===== src/rtl/slink_pkg.sv =====
`timescale 1ns/1ps
package slink_pkg;

  typedef logic [4:0] sym_t;

  localparam sym_t SYM_IDLE      = 5'd0;
  localparam sym_t SYM_SOF_BASE  = 5'd1;
  localparam sym_t SYM_DATA      = 5'd9;
  localparam sym_t SYM_SEOF_BASE = 5'd10;
  localparam sym_t SYM_FEOF      = 5'd14;
  localparam sym_t SYM_MEOF      = 5'd15;
  localparam sym_t SYM_SYNC_DV   = 5'd16;

  // Sideband levels carried by delimiters
  typedef struct packed {
    logic pio1;
    logic pio2;
    logic dir;
    logic ovf;
    logic nrdy;
  } side_t;

  typedef enum logic [2:0] {
    ST_IDLE,
    ST_BODY,
    ST_SYNC_HDR,
    ST_SYNC_WORD,
    ST_SYNC_END,
    ST_STATUS
  } fsm_e;

  function automatic sym_t sof_code(side_t s);
    return SYM_SOF_BASE + {2'b00, s.pio1, s.pio2, s.dir};
  endfunction

  function automatic sym_t seof_code(side_t s);
    return SYM_SEOF_BASE + {3'b000, s.ovf, s.nrdy};
  endfunction

  function automatic logic is_sof(sym_t k);
    return (k >= SYM_SOF_BASE) && (k < SYM_DATA);
  endfunction

endpackage


===== src/rtl/slink_side_track.sv =====
`timescale 1ns/1ps
// Holds the sideband levels last carried over the link.
module slink_side_track
  import slink_pkg::*;
(
  input  logic  clk_i,
  input  logic  rst_ni,
  input  side_t side_i,
  input  logic  take_ctrl_i,
  input  logic  take_all_i,
  output side_t sent_o,
  output logic  differs_o
);

  side_t sent_q;

  always_ff @(posedge clk_i) begin
    if (!rst_ni) begin
      sent_q <= '0;
    end else if (take_all_i) begin
      sent_q <= side_i;
    end else if (take_ctrl_i) begin
      sent_q.pio1 <= side_i.pio1;
      sent_q.pio2 <= side_i.pio2;
      sent_q.dir  <= side_i.dir;
    end
  end

  assign sent_o    = sent_q;
  assign differs_o = (side_i != sent_q);

endmodule


===== src/rtl/slink_len_ctr.sv =====
`timescale 1ns/1ps
// Counts payload words in the open frame.
module slink_len_ctr #(
  parameter int MAX_WORDS = 512
) (
  input  logic clk_i,
  input  logic rst_ni,
  input  logic clr_i,
  input  logic inc_i,
  output logic full_o
);

  localparam int CW = $clog2(MAX_WORDS + 1);
  localparam logic [CW-1:0] LIMIT = CW'(MAX_WORDS);

  logic [CW-1:0] cnt_q;

  always_ff @(posedge clk_i) begin
    if (!rst_ni)     cnt_q <= '0;
    else if (clr_i)  cnt_q <= '0;
    else if (inc_i)  cnt_q <= cnt_q + 1'b1;
  end

  assign full_o = (cnt_q == LIMIT);

endmodule


===== src/rtl/slink_sym_reg.sv =====
`timescale 1ns/1ps
// Output stage: one registered symbol per cycle.
module slink_sym_reg
  import slink_pkg::*;
#(
  parameter int DATA_W = 32
) (
  input  logic              clk_i,
  input  logic              rst_ni,
  input  sym_t              kind_d_i,
  input  logic [DATA_W-1:0] data_d_i,
  output sym_t              kind_o,
  output logic [DATA_W-1:0] data_o
);

  always_ff @(posedge clk_i) begin
    if (!rst_ni) begin
      kind_o <= SYM_IDLE;
      data_o <= '0;
    end else begin
      kind_o <= kind_d_i;
      data_o <= data_d_i;
    end
  end

endmodule


===== src/rtl/slink_framer.sv =====
`timescale 1ns/1ps
module slink_framer
  import slink_pkg::*;
#(
  parameter int DATA_W    = 32,
  parameter int MAX_WORDS = 512
) (
  input  logic              clk_i,
  input  logic              rst_ni,
  input  logic              fifo_empty_i,
  input  logic [DATA_W-1:0] fifo_data_i,
  input  logic              fifo_sync_i,
  input  logic              fifo_dv_i,
  output logic              fifo_pop_o,
  input  logic              pio1_i,
  input  logic              pio2_i,
  input  logic              dir_i,
  input  logic              nrdy_i,
  input  logic              ovf_i,
  input  logic              go_i,
  output logic [4:0]        sym_kind_o,
  output logic [DATA_W-1:0] sym_data_o
);

  fsm_e              st_q, st_d;
  side_t             side_now, side_sent;
  logic              side_differs_w;
  logic              take_ctrl_w, take_all_w;
  logic              len_clr_w, len_inc_w, len_full_w;
  sym_t              kind_d;
  logic [DATA_W-1:0] data_d;
  logic              pop_w;

  // named events
  logic open_payload_w;
  logic open_status_w;

  assign side_now = '{pio1: pio1_i, pio2: pio2_i, dir: dir_i, ovf: ovf_i, nrdy: nrdy_i};

  slink_side_track u_side (
    .clk_i      (clk_i),
    .rst_ni     (rst_ni),
    .side_i     (side_now),
    .take_ctrl_i(take_ctrl_w),
    .take_all_i (take_all_w),
    .sent_o     (side_sent),
    .differs_o  (side_differs_w)
  );

  slink_len_ctr #(.MAX_WORDS(MAX_WORDS)) u_len (
    .clk_i (clk_i),
    .rst_ni(rst_ni),
    .clr_i (len_clr_w),
    .inc_i (len_inc_w),
    .full_o(len_full_w)
  );

  assign open_payload_w = (st_q == ST_IDLE) && !fifo_empty_i && go_i;
  assign open_status_w  = (st_q == ST_IDLE) && !open_payload_w && side_differs_w;

  always_comb begin
    st_d        = st_q;
    kind_d      = SYM_IDLE;
    data_d      = '0;
    pop_w       = 1'b0;
    take_ctrl_w = 1'b0;
    take_all_w  = 1'b0;
    len_clr_w   = 1'b0;
    len_inc_w   = 1'b0;
    unique case (st_q)
      ST_IDLE: begin
        if (open_payload_w) begin
          kind_d      = sof_code(side_now);
          take_ctrl_w = 1'b1;
          len_clr_w   = 1'b1;
          st_d        = fifo_sync_i ? ST_SYNC_HDR : ST_BODY;
        end else if (open_status_w) begin
          kind_d     = sof_code(side_now);
          take_all_w = 1'b1;
          st_d       = ST_STATUS;
        end
      end
      ST_BODY: begin
        if (fifo_empty_i || fifo_sync_i || len_full_w) begin
          kind_d = SYM_FEOF;
          st_d   = ST_IDLE;
        end else begin
          kind_d    = SYM_DATA;
          data_d    = fifo_data_i;
          pop_w     = 1'b1;
          len_inc_w = 1'b1;
        end
      end
      ST_SYNC_HDR: begin
        if (fifo_dv_i) begin
          kind_d = SYM_SYNC_DV;
          st_d   = ST_SYNC_WORD;
        end else begin
          kind_d = SYM_MEOF;
          pop_w  = 1'b1;
          st_d   = ST_IDLE;
        end
      end
      ST_SYNC_WORD: begin
        kind_d = SYM_DATA;
        data_d = fifo_data_i;
        pop_w  = 1'b1;
        st_d   = ST_SYNC_END;
      end
      ST_SYNC_END: begin
        kind_d = SYM_MEOF;
        st_d   = ST_IDLE;
      end
      ST_STATUS: begin
        kind_d = seof_code(side_sent);
        st_d   = ST_IDLE;
      end
      default: st_d = ST_IDLE;
    endcase
  end

  always_ff @(posedge clk_i) begin
    if (!rst_ni) st_q <= ST_IDLE;
    else         st_q <= st_d;
  end

  slink_sym_reg #(.DATA_W(DATA_W)) u_out (
    .clk_i   (clk_i),
    .rst_ni  (rst_ni),
    .kind_d_i(kind_d),
    .data_d_i(data_d),
    .kind_o  (sym_kind_o),
    .data_o  (sym_data_o)
  );

  assign fifo_pop_o = pop_w;

endmodule


===== config.mk =====
export PLATFORM = sky130hd
export DESIGN_NAME = slink_framer
export DESIGN_NICKNAME = d
export VERILOG_FILES = /design/src/rtl/slink_pkg.sv /design/src/rtl/slink_side_track.sv /design/src/rtl/slink_len_ctr.sv /design/src/rtl/slink_sym_reg.sv /design/src/rtl/slink_framer.sv
export SDC_FILE = /design/constraint.sdc
export NUM_CORES = 1
export LEC_CHECK = 0
export ABC_AREA = 1
export BUFFER_PORTS_ARGS = -buffer_cell sky130_fd_sc_hd__clkbuf_2
export CAP_MARGIN = 30
export CORE_ASPECT_RATIO = 0.9
export CORE_MARGIN = 8
export CORE_UTILIZATION = 45
export CTS_CLUSTER_DIAMETER = 80
export DETAILED_ROUTE_END_ITERATION = 16
export PLACE_DENSITY_LB_ADDON = 0.2
export SKIP_CTS_REPAIR_TIMING = 1
export SYNTH_ARGS = -nofsm -noshare
export SYNTH_HDL_FRONTEND = slang
export SYNTH_SLANG_ARGS = --single-unit

===== constraint.sdc =====
create_clock -name clk_i -period 1.6 [get_ports clk_i]
set_clock_uncertainty 0.1 [all_clocks]
set_input_delay 0.08 -clock clk_i [delete_from_list [all_inputs] [get_ports clk_i]]
set_output_delay 0.08 -clock clk_i [all_outputs]
set_load 0.02 [all_outputs]

Word level (Yosys, flattened, before mapping)
Index checks and enable logic that the tools add are counted.

Bits in registers: 55. Bits in latches: 0. Bits in writable memories: 0. ROM bits: 0. Input bits: 43. Output and inout port bits: 38. Logic and storage cells: 58. Memories: 0.

Add/subtract/negate cells: 3. Multiply operators: 0. Divide/modulo/power cells: 0. Order comparisons: 0. Equality and inequality tests: 9. Shift operators: 0. Multiplexer cells: 24. Bitwise gates (word level): 1. Reduce and logical (&&, ||, !) cells: 12.

Operators with widths (number): case mux 32 bit (2 select lines) (1); two-way mux 32 bit (1); case mux 5 bit (6 select lines) (1); two-way mux 3 bit (6); case mux 3 bit (4 select lines) (1); adder 10 x 1 -> 10 bit (second input constant) (1); equality test 10 bit (second input constant) (1); two-way mux 1 bit (8); two-way mux 4 bit (2); equality test 3 x 2 -> 1 bit (second input constant) (2); equality test 3 bit (second input constant) (2); adder 4 x 2 -> 5 bit (first input constant) (1); two-way mux 5 bit (1); inequality test 5 bit (1); adder 1 x 3 -> 4 bit (first input constant) (1); logical AND 1 bit (4); two-way mux 2 bit (2); equality test 3 x 1 -> 1 bit (second input constant) (1); zero test 3 bit (1); inequality test 3 bit (second input constant) (1); case mux 1 bit (3 select lines) (1); zero test 1 bit (2); logical OR 1 bit (2); inequality test 2 bit (second input constant) (1); 4 further kinds (4).

Longest topological paths before layout
Depth after elaboration: 10. Gate-level depth with buffers: 12. Depth with buffers taken out: 11.

Modules after synthesis
A second synthesis with hierarchy kept.

Cell total of the unflattened synthesis: 373. Area, all modules: 2566.2 sq um.

Modules (own cells, without submodules): slink_sym_reg (times used 1, cells each 115, area each 1063.5 sq um, seq. area each 740.7 sq um); slink_framer (times used 1, cells each 136, area each 700.7 sq um, seq. area each 60.1 sq um); slink_len_ctr (times used 1, cells each 81, area each 533.0 sq um, seq. area each 200.2 sq um); slink_side_track (times used 1, cells each 41, area each 269.0 sq um, seq. area each 100.1 sq um).

Worst setup path before layout
Ideal clock, no wire load.

Kind: reg-to-reg. Start: register u_len.cnt_q[0]. End: register u_out.data_o[10]. Setup time: 135 ps. Data arrival time: 1384 ps. Data required time: 1365 ps. Slack: -19 ps. Stages on the path, launching flop included: 13. Path buffers: 1. Clock period less this slack: 1619 ps. Path through: dfxtp_1 > inv_1 > ha_1 > nand2_1 > nor2_1 > nand4_1 > nand3_4 > inv_6 > nor2_4 > inv_6 > buf_12 > nand2_2 > nor2_2.

Longest elaborated chain between the ends: 4.

RTL lines: start: declaration (line slink_len_ctr.sv:16) `logic [CW-1:0] cnt_q;`; start signal: assignment (line slink_len_ctr.sv:21) `else if (inc_i) cnt_q <= cnt_q + 1'b1;`; equality test 10 bit (line slink_len_ctr.sv:24) `assign full_o = (cnt_q == LIMIT);`; logical OR 1 bit (line slink_framer.sv:84) `if (fifo_empty_i || fifo_sync_i || len_full_w) begin`; two-way mux 32 bit (line slink_framer.sv:84); case mux 32 bit (2 select lines) (line slink_framer.sv:70) `unique case (st_q)`; end signal: assignment (line slink_sym_reg.sv:22) `data_o <= data_d_i;`; end: declaration (line slink_sym_reg.sv:13) `output logic [DATA_W-1:0] data_o`.

No other way between the ends. A chain may end at the register's enable or synchronous reset.

Final worst setup path
Start: register u_len.cnt_q[0]. End: output port fifo_pop_o.

Longest elaborated chain between the ends: 4.

RTL lines: equality test 10 bit (line slink_len_ctr.sv:24); logical OR 1 bit (line slink_framer.sv:84); two-way mux 1 bit (line slink_framer.sv:84); case mux 1 bit (3 select lines) (line slink_framer.sv:70); end: declaration (line slink_framer.sv:14) `output logic fifo_pop_o,`.

No other way between the ends.

==> parameters.txt <==
Parameter                              Value

Layout
  Area taken by multi-input logic gates    1182 um2
  Final non-filler cell area    3530 um2
  Layout fillers    421
  Fraction of final layout cells sized beyond drive strength 1    43.81%
  Commonest cells after routing, fill and taps aside    clkbuf_2 (79), dfxtp_1 (52), nand2_1 (43), dlygate4sd3_1 (39), nand2_2 (34)
  Nets    481
  Antenna Cells    0
  Layout overhead on the synthesized area    44.44%
  FF+latch area    1105 um2
  Most frequent standard cell in the layout excluding fill and tap cells    clkbuf_2

GRT
  Wire length of the first global-routing pass    9501 um
  Via count of the first global-routing pass    2062
  Initial antenna violation count    0
  All-Layer GR Usage    14.40%
  Remaining global-route overflow    0
  Largest net degree at the start of global routing    42

Power
  Total power consumption of the routed design    3.538 mW
  Internal portion of total power    between 2 and 2.5 mW
  Cell Pwr Density    1002 nW/um2
  Proportion of total power due to net switching    35.85%
  Clk network pwr share    a little under a quarter
  Worst ir drop on vdd    0.6707 mV
  Relative contribution of sequential cells to total power    around 44%
  Power dissipated by switching net loads    1.269 mW
  Relative contribution of combinational cells to total power    between 30% and 40%
  Static leakage    between 1.5 and 2 nW

Yosys
  Syn Nets    349
  Adder and majority gate portion of the synthesized area    1.536%
  Complex-gate fraction of the synthesized area    6.400%
  Mapped Avg Cell Area    a little over 8 um2
  Netlist cell types    29
  Total number of yosys warnings    0
  Gate count of the mapped netlist    just over 300
  Synthesized-area fraction occupied by and/or/nand/nor cells    roughly 37%
  Flip-flop and latch count after synthesis    55
  Dominant combinational cell family by area after synthesis    simple AND/OR/NAND/NOR gates
  Sequential cell area fraction in the yosys report    45.06%
  Mux share of post-synthesis cell area    0%
  Netlist area before placement    ~2400 um2
  Synth Area in XOR/XNOR    ~1.4%

Clocking
  TritonCTS Sinks    55
  Maximum clock path buffer count    2
  H-tree lvl count    2
  CTS buffer count    5
  Clock tree from TritonCTS    yes
  Clock network latency to the later pin of the worst-skew pair    around 0.31 ns
  Clock Root Buffer    clkbuf_8
  Clock slew seen by the registers of the worst setup and hold paths    0.10 ns

Worst setup path
  Required time of the worst setup path    about 1.4 ns
  Critical Path Max Stage Delay    roughly 0.33 ns
  Critical path's top delay family    simple AND/OR/NAND/NOR gates
  Cell seen most often among critical-path stages    buf_6
  Data arrival, critical path    1.64 ns
  Worst Setup Path Type    reg -> out
  Buffers & Inverters on Critical Path    3
  Maximum fanout count along the critical path    4
  FF-to-FF path depth    11
  Master of the slowest instance on the critical path    dfxtp_2
  Crit end category    output pin
  Reg2Reg Capture Point    st_q[2]
  Worst-path cell chain    inv_2 > ha_1 > nand2_1 > nor2_1 > nand4_1 > nand3_4 > buf_6 > nand2_4 > buf_6
  Internal reg-to-reg setup slack    -0.13 ns
  Worst reg2reg startpoint    u_len.cnt_q[0]
  Type of origin of the critical path    register

Die
  Die area    8048 um2
  Die boundary height    85.91 um
  Die outline width    93.68 um
  Initial core utilization    a little under half
  Floorplan Core Area    5255 um2
  Cell row count    25
  IO Count    between 80 and 90

Outcome
  Outcome    finished with violations
  Failing checks    hold timing, setup timing

Run
  Max Cap Violations    0

Timing
  Final hold viol count    1
  Max Clk Rate    549.0 MHz
  Max-slew headroom at the worst pin    between 70% and 80%
  Fin crit share    113.9%
  Measured slew at the worst slew-check pin    0.3004 ns
  PnR worst setup slack    -0.2216 ns
  Final-report max-slew violation count    0
  Setup violations, final    39
  RSZ-0062 raised after global routing    true
  Setup Total Neg Slack    -3.198 ns
  Final worst hold slack    -0.02500 ns
  Minimum clock period after layout    1.822 ns

Routing
  Vias after detailed routing    between 2000 and 2500
  Routed wire length    approximately 6400 um
  Detail Route Antenna Nets    0
  Average wire per standard cell    around 13 um
  DRC Markers    0
  Number of violations reported at the end of detailed-routing iteration 0    165
  Detailed-router iteration count before antenna repair    5
  DR vias/cell    4.577

Place
  Buffers added on ports    80
  Placed wire-length estimate after detailed placement    about 4300 um
  Placed cell area    2957 um2
  Final GP Congestion    0.7920

Worst hold path
  Hold Startpoint    nrdy_i
  Worst hold stages    3
  Worst Hold Path EP    u_side.sent_o[0]
  Worst hold path type    in -> reg
-- power by group through the flow --
stage | Combinational, mW | Sequential, mW | Clock, mW
6_report | 1.16 | 1.57 | 0.812
5_1_grt | 1.29 | 1.58 | 0.883
4_1_cts | 1.04 | 1.56 | 0.833
3_5_place_dp | 1.04 | 1.60 | 0
3_3_place_gp | 1.03 | 1.59 | 0
2_1_floorplan | 0.674 | 1.68 | 0
-- kinds of logic after synthesis --
logic type               count (synthesis)
XOR/XNOR                                 4
adder cells (fa/ha/maj)                  3
AO/OA/AOI/OAI                           30
AND/OR/NAND/NOR                        173
flip-flops                              55
buffers and inverters                   38
-- final cells by class --
class	instances	area share [%]
Multi-Input combinational cell	210	33.50
Sequential cell	55	31.30
Timing Repair Buffer	133	26.48
Inverter	30	3.616
Tap cell	67	2.375
Clock buffer	5	1.950
Clock inverter	3	0.7799
-- per-layer routing --
layer	global-route usage, %	up-vias	routed length [um]
met5	0	-	0
met4	4.604	0	59
met3	4.799	8	467
met2	21.96	70	3011
met1	18.60	1018	2865
li1	-	1206	-
-- worst reg2reg max path, stage by stage, from the launching register on --
cell and delay (ns):
dfxtp_2 0.33, inv_2 0.05, ha_1 0.14, nand2_1 0.05, nor2_1 0.10, nand4_1 0.18, nand3_4 0.19, inv_6 0.05
nor2_4 0.15, inv_8 0.14, nor2_1 0.12, nor2_1 0.05
-- synth_stat cells --
master / instances / area (um2)
inv_1: 24 / 90.09
buf_12: 3 / 60.06
nor2_1: 34 / 127.6
a21oi_1: 19 / 95.09
nand3_4: 2 / 35.03
inv_2: 2 / 7.510
xnor2_1: 2 / 17.52
nand4_1: 4 / 25.02
clkbuf_1: 3 / 11.26
buf_1: 1 / 3.750
clkinv_1: 1 / 3.750
nand2_2: 32 / 200.2
nor2_4: 3 / 33.78
nand2_4: 2 / 22.52
a21boi_1: 1 / 7.510
o21ai_0: 8 / 40.04
nand3_1: 13 / 65.06
inv_6: 2 / 17.52
o211ai_1: 1 / 7.510
nand3b_1: 2 / 15.01
nor2_2: 30 / 187.7
dfxtp_1: 55 / 1101
nor3_1: 4 / 20.02
inv_4: 1 / 6.260
a31oi_1: 1 / 6.260
buf_2: 1 / 5.000
xor2_1: 2 / 17.52
nand2_1: 47 / 176.4
ha_1: 3 / 37.54
-- flip-flops by register name (all words and copies together) (netlist names) --
signal         flops
st_q               3
u_side.sent_o      5
u_out.data_o      32
u_len.cnt_q       10
u_out.kind_o       5
-- metrics by stage --
stage          cells  setup slack [ns]  util (%)
2_1_floorplan    303          0.005896         -
6_report         503           -0.2216     67.17
3_5_place_dp     453          -0.07543     56.26
5_1_grt          503           -0.3466     67.17
4_1_cts          461           -0.3000     58.10
3_3_place_gp     453          -0.02609     56.26
-- worst max-delay path by stage --
stage                        start               end  slack, ns  cells past startpoint
floorplan           u_len.cnt_q[1]  u_out.data_o[10]      0.006                     12
global placement    u_len.cnt_q[1]  u_out.data_o[10]      -0.03                     11
detailed placement  u_len.cnt_q[1]           st_q[2]      -0.08                     11
CTS                 u_len.cnt_q[1]        fifo_pop_o      -0.30                      9
global route        u_len.cnt_q[0]        fifo_pop_o      -0.35                      9
finish              u_len.cnt_q[0]        fifo_pop_o      -0.22                      9
Note: power is estimated with default switching activity, not from simulation.
